### config.mk
export PLATFORM = sky130hd
export DESIGN_NAME = fwd_operand_stage
export DESIGN_NICKNAME = d
export VERILOG_FILES = /design/src/rtl/fwd_pkg.sv /design/src/rtl/fwd_match.sv /design/src/rtl/fwd_wb_value.sv /design/src/rtl/fwd_opmux.sv /design/src/rtl/fwd_operand_stage.sv
export SDC_FILE = /design/constraint.sdc
export NUM_CORES = 1
export LEC_CHECK = 0
export BUFFER_PORTS_ARGS = -buffer_cell sky130_fd_sc_hd__buf_2
export CAP_MARGIN = 30
export CORE_MARGIN = 5
export CORE_UTILIZATION = 30
export DETAILED_ROUTE_END_ITERATION = 10
export PLACE_DENSITY = 0.57
export SETUP_SLACK_MARGIN = 0.5
export SLEW_MARGIN = 20
export SYNTH_ARGS = -nofsm -noshare
export SYNTH_HDL_FRONTEND = slang
export SYNTH_SLANG_ARGS = --single-unit
### constraint.sdc
create_clock -name clk -period 2.42 [get_ports clk]
set_input_delay 0.242 -clock clk [delete_from_list [all_inputs] [get_ports clk]]
set_output_delay 0.242 -clock clk [all_outputs]
set_load 0.1 [all_outputs]
### src/rtl/fwd_pkg.sv
package fwd_pkg;
  // Operand source codes; the encoding is seen at the select ports.
  typedef enum logic [1:0] {
    SRC_RF  = 2'b00,
    SRC_MWB = 2'b01,
    SRC_EXM = 2'b10
  } fwd_src_e;
endpackage

### src/rtl/fwd_match.sv
module fwd_match #(
  parameter int REG_AW = 5
) (
  input  logic [REG_AW-1:0] src,
  input  logic              exm_we,
  input  logic [REG_AW-1:0] exm_rd,
  input  logic              mwb_we,
  input  logic [REG_AW-1:0] mwb_rd,
  output fwd_pkg::fwd_src_e sel
);
  logic exm_hit, mwb_hit;

  // A slot supplies the operand only if it writes, is not register 0 and matches.
  assign exm_hit = exm_we && (exm_rd != '0) && (exm_rd == src);
  assign mwb_hit = mwb_we && (mwb_rd != '0) && (mwb_rd == src);

  // The nearer slot holds the younger result, so it is checked first.
  always_comb begin
    if (exm_hit)      sel = fwd_pkg::SRC_EXM;
    else if (mwb_hit) sel = fwd_pkg::SRC_MWB;
    else              sel = fwd_pkg::SRC_RF;
  end
endmodule

### src/rtl/fwd_wb_value.sv
module fwd_wb_value #(
  parameter int DATA_W = 32
) (
  input  logic              m2r,
  input  logic [DATA_W-1:0] ld,
  input  logic [DATA_W-1:0] res,
  output logic [DATA_W-1:0] val
);
  assign val = m2r ? ld : res;
endmodule

### src/rtl/fwd_opmux.sv
module fwd_opmux #(
  parameter int DATA_W = 32
) (
  input  fwd_pkg::fwd_src_e sel,
  input  logic [DATA_W-1:0] rf_val,
  input  logic [DATA_W-1:0] exm_val,
  input  logic [DATA_W-1:0] mwb_val,
  output logic [DATA_W-1:0] op
);
  always_comb begin
    unique case (sel)
      fwd_pkg::SRC_EXM: op = exm_val;
      fwd_pkg::SRC_MWB: op = mwb_val;
      default:          op = rf_val;
    endcase
  end
endmodule

### src/rtl/fwd_operand_stage.sv
module fwd_operand_stage #(
  parameter int REG_AW = 5,
  parameter int DATA_W = 32
) (
  input  logic              clk,
  input  logic              rst_n,
  input  logic              in_vld,
  input  logic [REG_AW-1:0] src_a,
  input  logic [REG_AW-1:0] src_b,
  input  logic [DATA_W-1:0] rf_a,
  input  logic [DATA_W-1:0] rf_b,
  input  logic              exm_we,
  input  logic [REG_AW-1:0] exm_rd,
  input  logic [DATA_W-1:0] exm_res,
  input  logic              mwb_we,
  input  logic [REG_AW-1:0] mwb_rd,
  input  logic              mwb_m2r,
  input  logic [DATA_W-1:0] mwb_ld,
  input  logic [DATA_W-1:0] mwb_res,
  output logic [1:0]        sel_a,
  output logic [1:0]        sel_b,
  output logic [DATA_W-1:0] opa,
  output logic [DATA_W-1:0] opb,
  output logic              out_vld,
  output logic [DATA_W-1:0] opa_q,
  output logic [DATA_W-1:0] opb_q
);
  localparam int NUM_OPS = 2;

  logic [REG_AW-1:0] src_v  [NUM_OPS];
  logic [DATA_W-1:0] rf_v   [NUM_OPS];
  fwd_pkg::fwd_src_e sel_v  [NUM_OPS];
  logic [DATA_W-1:0] op_v   [NUM_OPS];
  logic [DATA_W-1:0] op_q   [NUM_OPS];
  logic [DATA_W-1:0] wb_val;

  assign src_v[0] = src_a;
  assign src_v[1] = src_b;
  assign rf_v[0]  = rf_a;
  assign rf_v[1]  = rf_b;

  fwd_wb_value #(.DATA_W(DATA_W)) u_wbv (
    .m2r(mwb_m2r), .ld(mwb_ld), .res(mwb_res), .val(wb_val)
  );

  for (genvar g = 0; g < NUM_OPS; g++) begin : g_op
    fwd_match #(.REG_AW(REG_AW)) u_match (
      .src(src_v[g]), .exm_we(exm_we), .exm_rd(exm_rd),
      .mwb_we(mwb_we), .mwb_rd(mwb_rd), .sel(sel_v[g])
    );

    fwd_opmux #(.DATA_W(DATA_W)) u_mux (
      .sel(sel_v[g]), .rf_val(rf_v[g]), .exm_val(exm_res),
      .mwb_val(wb_val), .op(op_v[g])
    );

    always_ff @(posedge clk or negedge rst_n) begin
      if (!rst_n)      op_q[g] <= '0;
      else if (in_vld) op_q[g] <= op_v[g];
    end
  end

  always_ff @(posedge clk or negedge rst_n) begin
    if (!rst_n) out_vld <= 1'b0;
    else        out_vld <= in_vld;
  end

  assign sel_a = sel_v[0];
  assign sel_b = sel_v[1];
  assign opa   = op_v[0];
  assign opb   = op_v[1];
  assign opa_q = op_q[0];
  assign opb_q = op_q[1];
endmodule

==> flow_summary.toml, run 1 <==
[run_status]
status = "complete, no violations"

[worst_setup_path]
path_max_fanout = 13
start_kind = "input port"
cp_data_arrival_time_ps = 2070
reg2reg_to = "opb_q[4]"
end_kind = "output port"
ff2ff_setup_slack_ps = 1470
rr_startpoint = "opb_q[4]"
reg2regPathDepth = 3
required_ps = 2180
critical_path_class = "in2out"

[detailed_routing]
drtPass1Iterations = 6
drt-initial-drc-count = 223
vias = 5837
drc = 0
routed_wl_mm = 23.5
ant_nets = 0
vias_per_cell = 5.15
routedWlPerCell_microns = 20.7

[synth]
yosysTopAreaCellShare_pct = 32.9
syn_nets = 757
yosysSeqAreaShare_pct = 32.9
yosysTopAreaCell = "dfrtp_1"
synthesis.area_sq_um = 4940
postSynthCellCount = 571
synthTopCellsByArea = "dfrtp_1 (33%), mux2i_1 (13%), o21ai_0 (12%), nor2b_1 (8.4%), a31oi_1 (8.1%)"
synth_cell_types = 24
ys_ff_latch = 65
ys_warn_count = 0
avgSynthCellArea_sq_um = 8.65

[die]
start_util_pct = 30.2
io_pins = 319
fp.coreArea_sq_um = 16300
row_count = 47
die-width_microns = 138
die_area_sq_um = 19100
die_h_microns = 138

[cts]
cts_tree = "done"
clk_path_buf_depth = 2
clk_latency_ps = 340
htree_levels = 3
cts_buffers = 9
clock-sinks = 65
cts.clk_slew.worst_paths_ps = 50
clockRootBuffer = "clkbuf_16"

[worst_hold_path]
whs_path_depth = 3
hold_start = "exm_res[18]"
whs_endpoint = "opa_q[18]"
hp-class = "in2reg"

[power_and_ir_drop]
p_int_w = 0.00292
leakagePower_nw = 4.14
p_total_w = 0.00555
p_comb_share_pct = 54.1
seq_power_share_pct = 22.5
swShare_pct = 47.5
ir_worst_vdd_mv = 0.330
p_switching_w = 0.00264
clock_power_share_pct = 23.4
powerDensity_nw_per_um2 = 558

[placement]
routabilityCongestion = 0.878
io_buffer_count = 318
dp_hpwl_mm = 15.8

[timing]
rsz0062_at_grt = "yes"
finalSetupViolCount = 0
min_period_over_period_pct = 95.5
worst_pin_slew_ps = 532
hold_viol_final = 0
layout_min_cycle_time_ps = 2310
timing.fmax_ghz = 0.433
fin_setup_tns_ps = 0
skew_ps = 0
slew_headroom_pct = 64.8
slew_viol_final = 0

[grt]
grt_max_degree = 59
grt_overflow_total = 0
grt_usage_pct = 22.7
antenna_found_initial = 0
grt_pass1_wl_mm = 34.8
grt_pass1_vias = 6034

[layout]
diodes = 0
drive_above_1_share_pct = 62.4
most-common-layout-cells = "buf_2 (244), buf_12 (80), o21ai_4 (65), dfrtp_1 (65)"
fin_nets = 1095
final_common_cell = "buf_2"
fillers = 1394
area_growth_pct = 102

[run]
drv_cap = 0
==> Yosys cell counts <==
cell and number:
xnor2_1 10, buf_2 7, nor4_4 2, nand3_1 2
nor3_1 2, nand2_1 64, mux2_2 32, o21ai_1 11
clkbuf_1 36, clkbuf_2 1, or4_1 2, xor2_1 10
buf_4 2, o21ai_0 117, mux2i_1 64, and4_1 2
buf_8 6, o21a_1 1, nor2b_1 66, a31oi_1 64
buf_6 2, dfrtp_1 65, nand2b_4 2, o21ai_2 1
==> sequential cells by signal (all words and copies together), names as in the netlist <==
register	flops
opa_q	32
opb_q	32
out_vld	1
==> what timing repair did <==
item	CTS	global route
endpoints found under the setup margin	81	119
setup buffers	12	2
resized for setup	66	85
hold buffers	1	0
pin swaps	20	14
gates cloned	9	5
endpoints found under the hold margin	14	0
==> per-layer routing <==
layer	vias to the layer above	wire [microns]	global-route usage (%)	share of wire [%]
li1	2756	-	-	-
met1	2823	9530	27.2	41
met2	227	11800	38.8	50
met3	31	1570	6.73	6.7
met4	0	534	7.75	2.3
met5	-	0	0	0
==> worst max path at each step <==
stage | from | to | slack [ps] | depth (start not counted)
final | mwb_rd[0] | opa[23] | 110 | 9
after global routing | mwb_rd[0] | opa[7] | 60 | 9
after CTS | mwb_rd[0] | opb[13] | 100 | 9
after detailed placement | src_b[4] | opb[27] | 40 | 8
after global placement | mwb_rd[0] | opa[17] | 60 | 9
after floorplan | mwb_rd[0] | opa[14] | 80 | 7
==> worst max-delay path: stages <==
cell and delay [ps]:
buf_6 90, or4_4 510, o21a_1 200, and4_4 200
buf_12 170, mux2i_1 130, buf_4 150, o21ai_4 160
buf_12 190
==> power by group through the flow <==
stage	combinational (W)	sequential [W]	clock, W
floorplan	0.00114	0.00209	0
global placement	0.00284	0.00126	0
detailed placement	0.00284	0.00126	0
CTS	0.00294	0.00125	0.00134
global route	0.00311	0.00126	0.00139
finish	0.00300	0.00125	0.00130
==> kinds of logic (layout without fill, tap and decap cells) <==
kind of cell / after synthesis / after routing / share of synthesized area [%]
AOI/OAI and AO/OA: 194 / 194 / 21.4
muxes: 96 / 96 / 20.3
and+or+nand+nor: 142 / 146 / 15.7
buffers and inverters: 54 / 393 / 6.13
xor gates and xnor gates: 20 / 20 / 3.55
DFF: 65 / 65 / 32.9
==> per-stage QoR <==
stage	hold WS (ps)	instance area (sq um)	instances	worst slack (ps)	util, %
4_1_cts	173	9610	1127	104	58.8
6_report	188	9950	1134	109	60.9
5_1_grt	189	9950	1134	62.1	60.9
3_3_place_gp	173	8700	1089	63.6	53.2
3_5_place_dp	173	8700	1089	36.9	53.2
2_1_floorplan	-53.6	5730	571	81.0	-
==> area by class of cell <==
class,count,area [sq um],share of cell area (%)
multi-input combinational,456,4280,43.0
sequential,65,1630,16.3
tap,220,275,2.77
clock inverter,3,40.0,0.402
timing repair buffer,377,3480,34.9
clock buffer,13,250,2.51
Power figures use the tool's default switching activity.
==> run 2, diff against run 1 <==
--- a/config.mk
+++ b/config.mk
@@ -10,8 +10,8 @@
 export CORE_MARGIN = 5
 export CORE_UTILIZATION = 30
 export DETAILED_ROUTE_END_ITERATION = 10
-export PLACE_DENSITY = 0.57
-export SETUP_SLACK_MARGIN = 0.5
+export RECOVER_POWER = 100
+export SETUP_SLACK_MARGIN = 0.02
 export SLEW_MARGIN = 20
 export SYNTH_ARGS = -nofsm -noshare
 export SYNTH_HDL_FRONTEND = slang
==> run 2 against run 1 <==
Compared with the run above:
- clock-buffer cell count is 2 higher
- sequential power hardly changed
- die area stayed put
- core utilization is 5.6 points lower
- clock skew stayed put
- setup slack worse by 70 ps
- power is 3.1% lower
- register-to-register slack hardly changed
- routed wire length is 11% lower
- highest routed layer unchanged
- hold slack better by 5.9 ps
- clock power hardly changed
- via count is 3.5% lower
==> flow_summary.toml, run 2 (synthesized netlist as in run 1, its figures left out) <==
[worst_setup_path]
reg2regPathDepth = 3
crit_family = "buffers and inverters"
cpMaxStageDelayCell = "or4_4"
reg2reg_to = "opb_q[28]"
critical_path_class = "in2out"
end_kind = "output port"
ff2ff_setup_slack_ps = 1470
path_max_fanout = 36
max_stage_delay_ps = 550
critPathBufInv = 5
start_kind = "input port"
path_cells = "buf_2, or4_4, o21ai_4, nor4_4, buf_4, buf_4, buf_12, o21ai_4, buf_12"
required_ps = 2180
cp_data_arrival_time_ps = 2140
rr_startpoint = "opb_q[28]"

[detailed_routing]
vias_per_cell = 5.05
drtPass1Iterations = 4
vias = 5635
drc = 0
routedWlPerCell_microns = 18.8
drt-initial-drc-count = 177
routed_wl_mm = 20.9
ant_nets = 0

[timing]
skew_ps = 0
rsz0062_at_grt = "yes"
worst_pin_slew_ps = 1260
timing.fmax_ghz = 0.420
slew_headroom_pct = 16.5
layout_min_cycle_time_ps = 2380
fin_ws_ps = 39.1
fin_setup_tns_ps = 0
slew_viol_final = 0
min_period_over_period_pct = 98.4
hold_viol_final = 0
finalSetupViolCount = 0

[die]
fp.coreArea_sq_um = 16300
die_h_microns = 138
row_count = 47
io_pins = 319
die_area_sq_um = 19100
start_util_pct = 30.2
die-width_microns = 138

[placement]
io_buffer_count = 318
dpl_cell_area_sq_um = 8660
dp_hpwl_mm = 15.7
routabilityCongestion = 0.870
pre_cts_ws_ps = -382

[layout]
drive_above_1_share_pct = 48.4
seq_area_sq_um = 1630
fin_util_pct = 55.3
fin_nets = 1076
most-common-layout-cells = "buf_2 (182), buf_12 (78), clkbuf_1 (67)"
fillers = 1549
final_common_cell = "buf_2"
postLayoutCellArea_sq_um = 9040
multi_input_area_sq_um = 3800
diodes = 0
area_growth_pct = 83.0

[cts]
cts_tree = "done"
cts_buffers = 9
clock-sinks = 65
clk_latency_ps = 330
clk_path_buf_depth = 2
cts.clk_slew.worst_paths_ps = 50
htree_levels = 3
clockRootBuffer = "clkbuf_16"

[power_and_ir_drop]
p_total_w = 0.00538
ir_worst_vdd_mv = 0.315
leakagePower_nw = 3.61
powerDensity_nw_per_um2 = 596

[worst_hold_path]
whs_path_depth = 3
whs_endpoint = "opa_q[18]"
hp-class = "in2reg"
hold_start = "exm_res[18]"

[grt]
grt_usage_pct = 20.4
grt_max_degree = 58
grt_pass1_vias = 5694
grt_pass1_wl_mm = 31.5
grt_overflow_total = 0
antenna_found_initial = 0

[run]
drv_cap = 0

[run_status]
status = "complete, no violations"
==> run 2: area by class of cell <==
cell class	instances	share of cell area, %
Tap cell	220	3.05
Sequential cell	65	18.0
Clock inverter	1	0.0554
Clock buffer	15	3.41
Timing Repair Buffer	362	33.5
Multi-Input combinational cell	452	42.0
==> run 2: worst min-delay path, stage by stage <==
cell and delay (ps):
buf_2 120, a31oi_1 70, o21ai_0 60
==> run 2: stage by stage <==
stage | hold slack, ps | std cells
after floorplan | -53.6 | 571
after global placement | 176 | 1092
after detailed placement | 178 | 1092
after CTS | 168 | 1113
after global routing | 195 | 1115
final | 194 | 1115
==> run 2: worst max-delay path by stage <==
stage / start / end / depth (start not counted)
final: exm_rd[1] / opa[10] / 9
after CTS: mwb_rd[3] / opb[7] / 8
after global routing: mwb_rd[0] / opa[27] / 9
after detailed placement: exm_rd[4] / opa_q[7] / 7
after global placement: exm_rd[4] / opa_q[8] / 7
after floorplan: exm_rd[1] / opa[10] / 5
==> run 2: metal layers <==
metal | up-vias | global-route usage, % | share of wire (%)
met4 | 0 | 6.92 | 2.1
met5 | - | 0 | 0
met2 | 228 | 36.6 | 52
li1 | 2702 | - | -
met1 | 2677 | 22.9 | 39
met3 | 28 | 6.18 | 7.2
==> run 2: what timing repair did <==
| item | in CTS | in global routing |
|---|---|---|
| endpoints found under the setup margin | 60 | 33 |
| gates resized for setup | 0 | 23 |
| hold buffers | 1 | 0 |
| hold endpoints to repair | 14 | 0 |
| pin swaps | 1 | 5 |
| setup buffers | 4 | 0 |
| cloned | 0 | 2 |
==> run 2: where the power goes <==
part	leakage, nW	internal [W]	total (W)	switching [W]
registers	0.791	0.00120	0.00125	0.0000533
clock network	0.158	0.000860	0.00133	0.000472
logic	2.66	0.000771	0.00280	0.00203
total	3.61	0.00283	0.00538	0.00255
==> run 3, diff against run 2 <==
--- a/config.mk
+++ b/config.mk
@@ -11,6 +11,7 @@
 export CORE_UTILIZATION = 30
 export DETAILED_ROUTE_END_ITERATION = 10
 export RECOVER_POWER = 100
+export REMOVE_ABC_BUFFERS = 1
 export SETUP_SLACK_MARGIN = 0.02
 export SLEW_MARGIN = 20
 export SYNTH_ARGS = -nofsm -noshare
==> run 3 against run 2 <==
Compared with the run above:
- flip-flop and latch count stayed put
- clock skew stayed put
- sequential share of layout area is 2.6 points higher
- power shrank 4.4%
- clock-buffer cell count shrank 3
- via count shrank 2.4%
- sequential power hardly changed
- combinational power decreased by 8.2%
- critical path type unchanged
- critical endpoint is now opb[14]
==> flow_summary.toml, run 3 (synthesized netlist as in run 1, its figures left out) <==
[grt]
grt_usage_pct = 19.4
grt_max_degree = 57
grt_pass1_wl_mm = 30.3
antenna_found_initial = 0
grt_overflow_total = 0
grt_pass1_vias = 5488

[worst_setup_path]
cpMostUsedCell = "buf_12"
cpMaxStageDelayCell = "or4_1"
critical_path_class = "in2out"
required_ps = 2180
path_cells = "buf_2, or4_1, o21a_1, and4_4, buf_12, mux2i_2, o21ai_1, buf_4, buf_12"
cp_data_arrival_time_ps = 2120
max_stage_delay_ps = 520
end_kind = "output port"
path_max_fanout = 10
start_kind = "input port"

[cts]
clk_path_buf_depth = 2
cts.clk_slew.worst_paths_ps = 60
clock-sinks = 65
clk_latency_ps = 330
htree_levels = 3
postCtsSetupBuffers = 0
cts_tree = "done"
cts_buffers = 9
clockRootBuffer = "clkbuf_16"

[placement]
pre_cts_ws_ps = -63.9
io_buffer_count = 318
dp_hpwl_mm = 14.7
dpl.cell_count = 1099
routabilityCongestion = 0.819

[layout]
fin_cells = 1116
fin_nets = 1078
final_common_cell = "buf_2"
fin_util_pct = 48.2
fillers = 1692
drive_above_1_share_pct = 39.3
area_growth_pct = 59.7
most-common-layout-cells = "buf_2 (183), o21ai_0 (103), clkbuf_1 (68)"
diodes = 0

[power_and_ir_drop]
ir_worst_vdd_mv = 0.294
leakagePower_nw = 3.26
p_total_w = 0.00515
powerDensity_nw_per_um2 = 653

[detailed_routing]
routed_wl_mm = 19.5
routedWlPerCell_microns = 17.5
ant_nets = 0
m1WireLength_mm = 8.11
met2_length_mm = 9.60
top_layer_used = "met4"
drt-initial-drc-count = 210
wl_met3_mm = 1.46
vias = 5500
drc = 0
vias_per_cell = 4.93
drtPass1Iterations = 4

[die]
row_count = 47
die-width_microns = 138
io_pins = 319
fp.coreArea_sq_um = 16300
die_area_sq_um = 19100
start_util_pct = 30.2
die_h_microns = 138

[timing]
skew_ps = 0
slew_headroom_pct = 16.8
min_period_over_period_pct = 97.5
rsz0062_at_grt = "yes"
finalSetupViolCount = 0
worst_pin_slew_ps = 1250
hold_viol_final = 0
layout_min_cycle_time_ps = 2360
fin_ws_ps = 60.1
slew_viol_final = 0
hold_ws_ps = 186
timing.fmax_ghz = 0.424

[run_status]
status = "complete, no violations"

[worst_hold_path]
hp-class = "in2reg"

[run]
drv_cap = 0
-- run 3: changes by cell type in the layout (fill, tap and decap cells not counted), sizes merged --
cell	delta
bufinv	+1
bufbuf	+1
clkinv	+1
buf	-15
clkbuf	+13
-- run 3: final cells by class --
cell class	instances	area, sq um	share of cell area [%]
tap	220	275	3.49
clock inverter	3	40.0	0.508
sequential	65	1630	20.6
multi-input combinational	452	3020	38.3
timing repair buffer	364	2670	33.8
clock buffer	12	256	3.25
-- run 3: path summary, 6_finish.rpt --
path | start | to | slack, ps | cells after the start
setup / recovery | mwb_rd[0] | opb[14] | 60 | 9
hold / removal | exm_res[29] | opa_q[29] | 190 | 3
setup reg to reg | opa_q[9] | opa_q[9] | 1470 | 3
hold reg to reg | opb_q[6] | opb_q[6] | 600 | 3
max in group asynchronous | rst_n | opa_q[1] | 560 | 3
min in group asynchronous | rst_n | opa_q[18] | 590 | 2
-- run 3: worst max-delay path: cells and delay by family --
| kind | cells | cell delay, ps |
|---|---|---|
| AND/OR/NAND/NOR | 2 | 700 |
| buffers and inverters | 4 | 580 |
| AO/OA/AOI/OAI | 2 | 420 |
| multiplexers | 1 | 160 |
-- run 3: power by group --
group	leakage (nW)	switching (W)	internal, W
Combinational	2.32	0.00194	0.000632
Sequential	0.791	0.0000507	0.00120
Clock	0.148	0.000479	0.000845
Total	3.26	0.00247	0.00268
-- run 3: timing repair --
item,in CTS,in global routing
gates resized for setup,11,23
hold endpoints to repair,14,0
hold buffers,1,0
gates cloned,0,1
endpoints found under the setup margin,11,49
pin swaps,0,3
-- run 3: per-layer routing --
layer / track usage [%] / vias up
met2: 32.6 / 220
met3: 5.77 / 18
met1: 24.2 / 2566
met5: 0 / -
li1: - / 2696
met4: 5.20 / 0
-- run 3: per-stage QoR --
step           instance area (sq um)  setup TNS, ps
2_1_floorplan                   4640        -387490
3_3_place_gp                    8000           -116
3_5_place_dp                    8000           -118
4_1_cts                         8300              0
5_1_grt                         7890              0
6_report                        7890              0
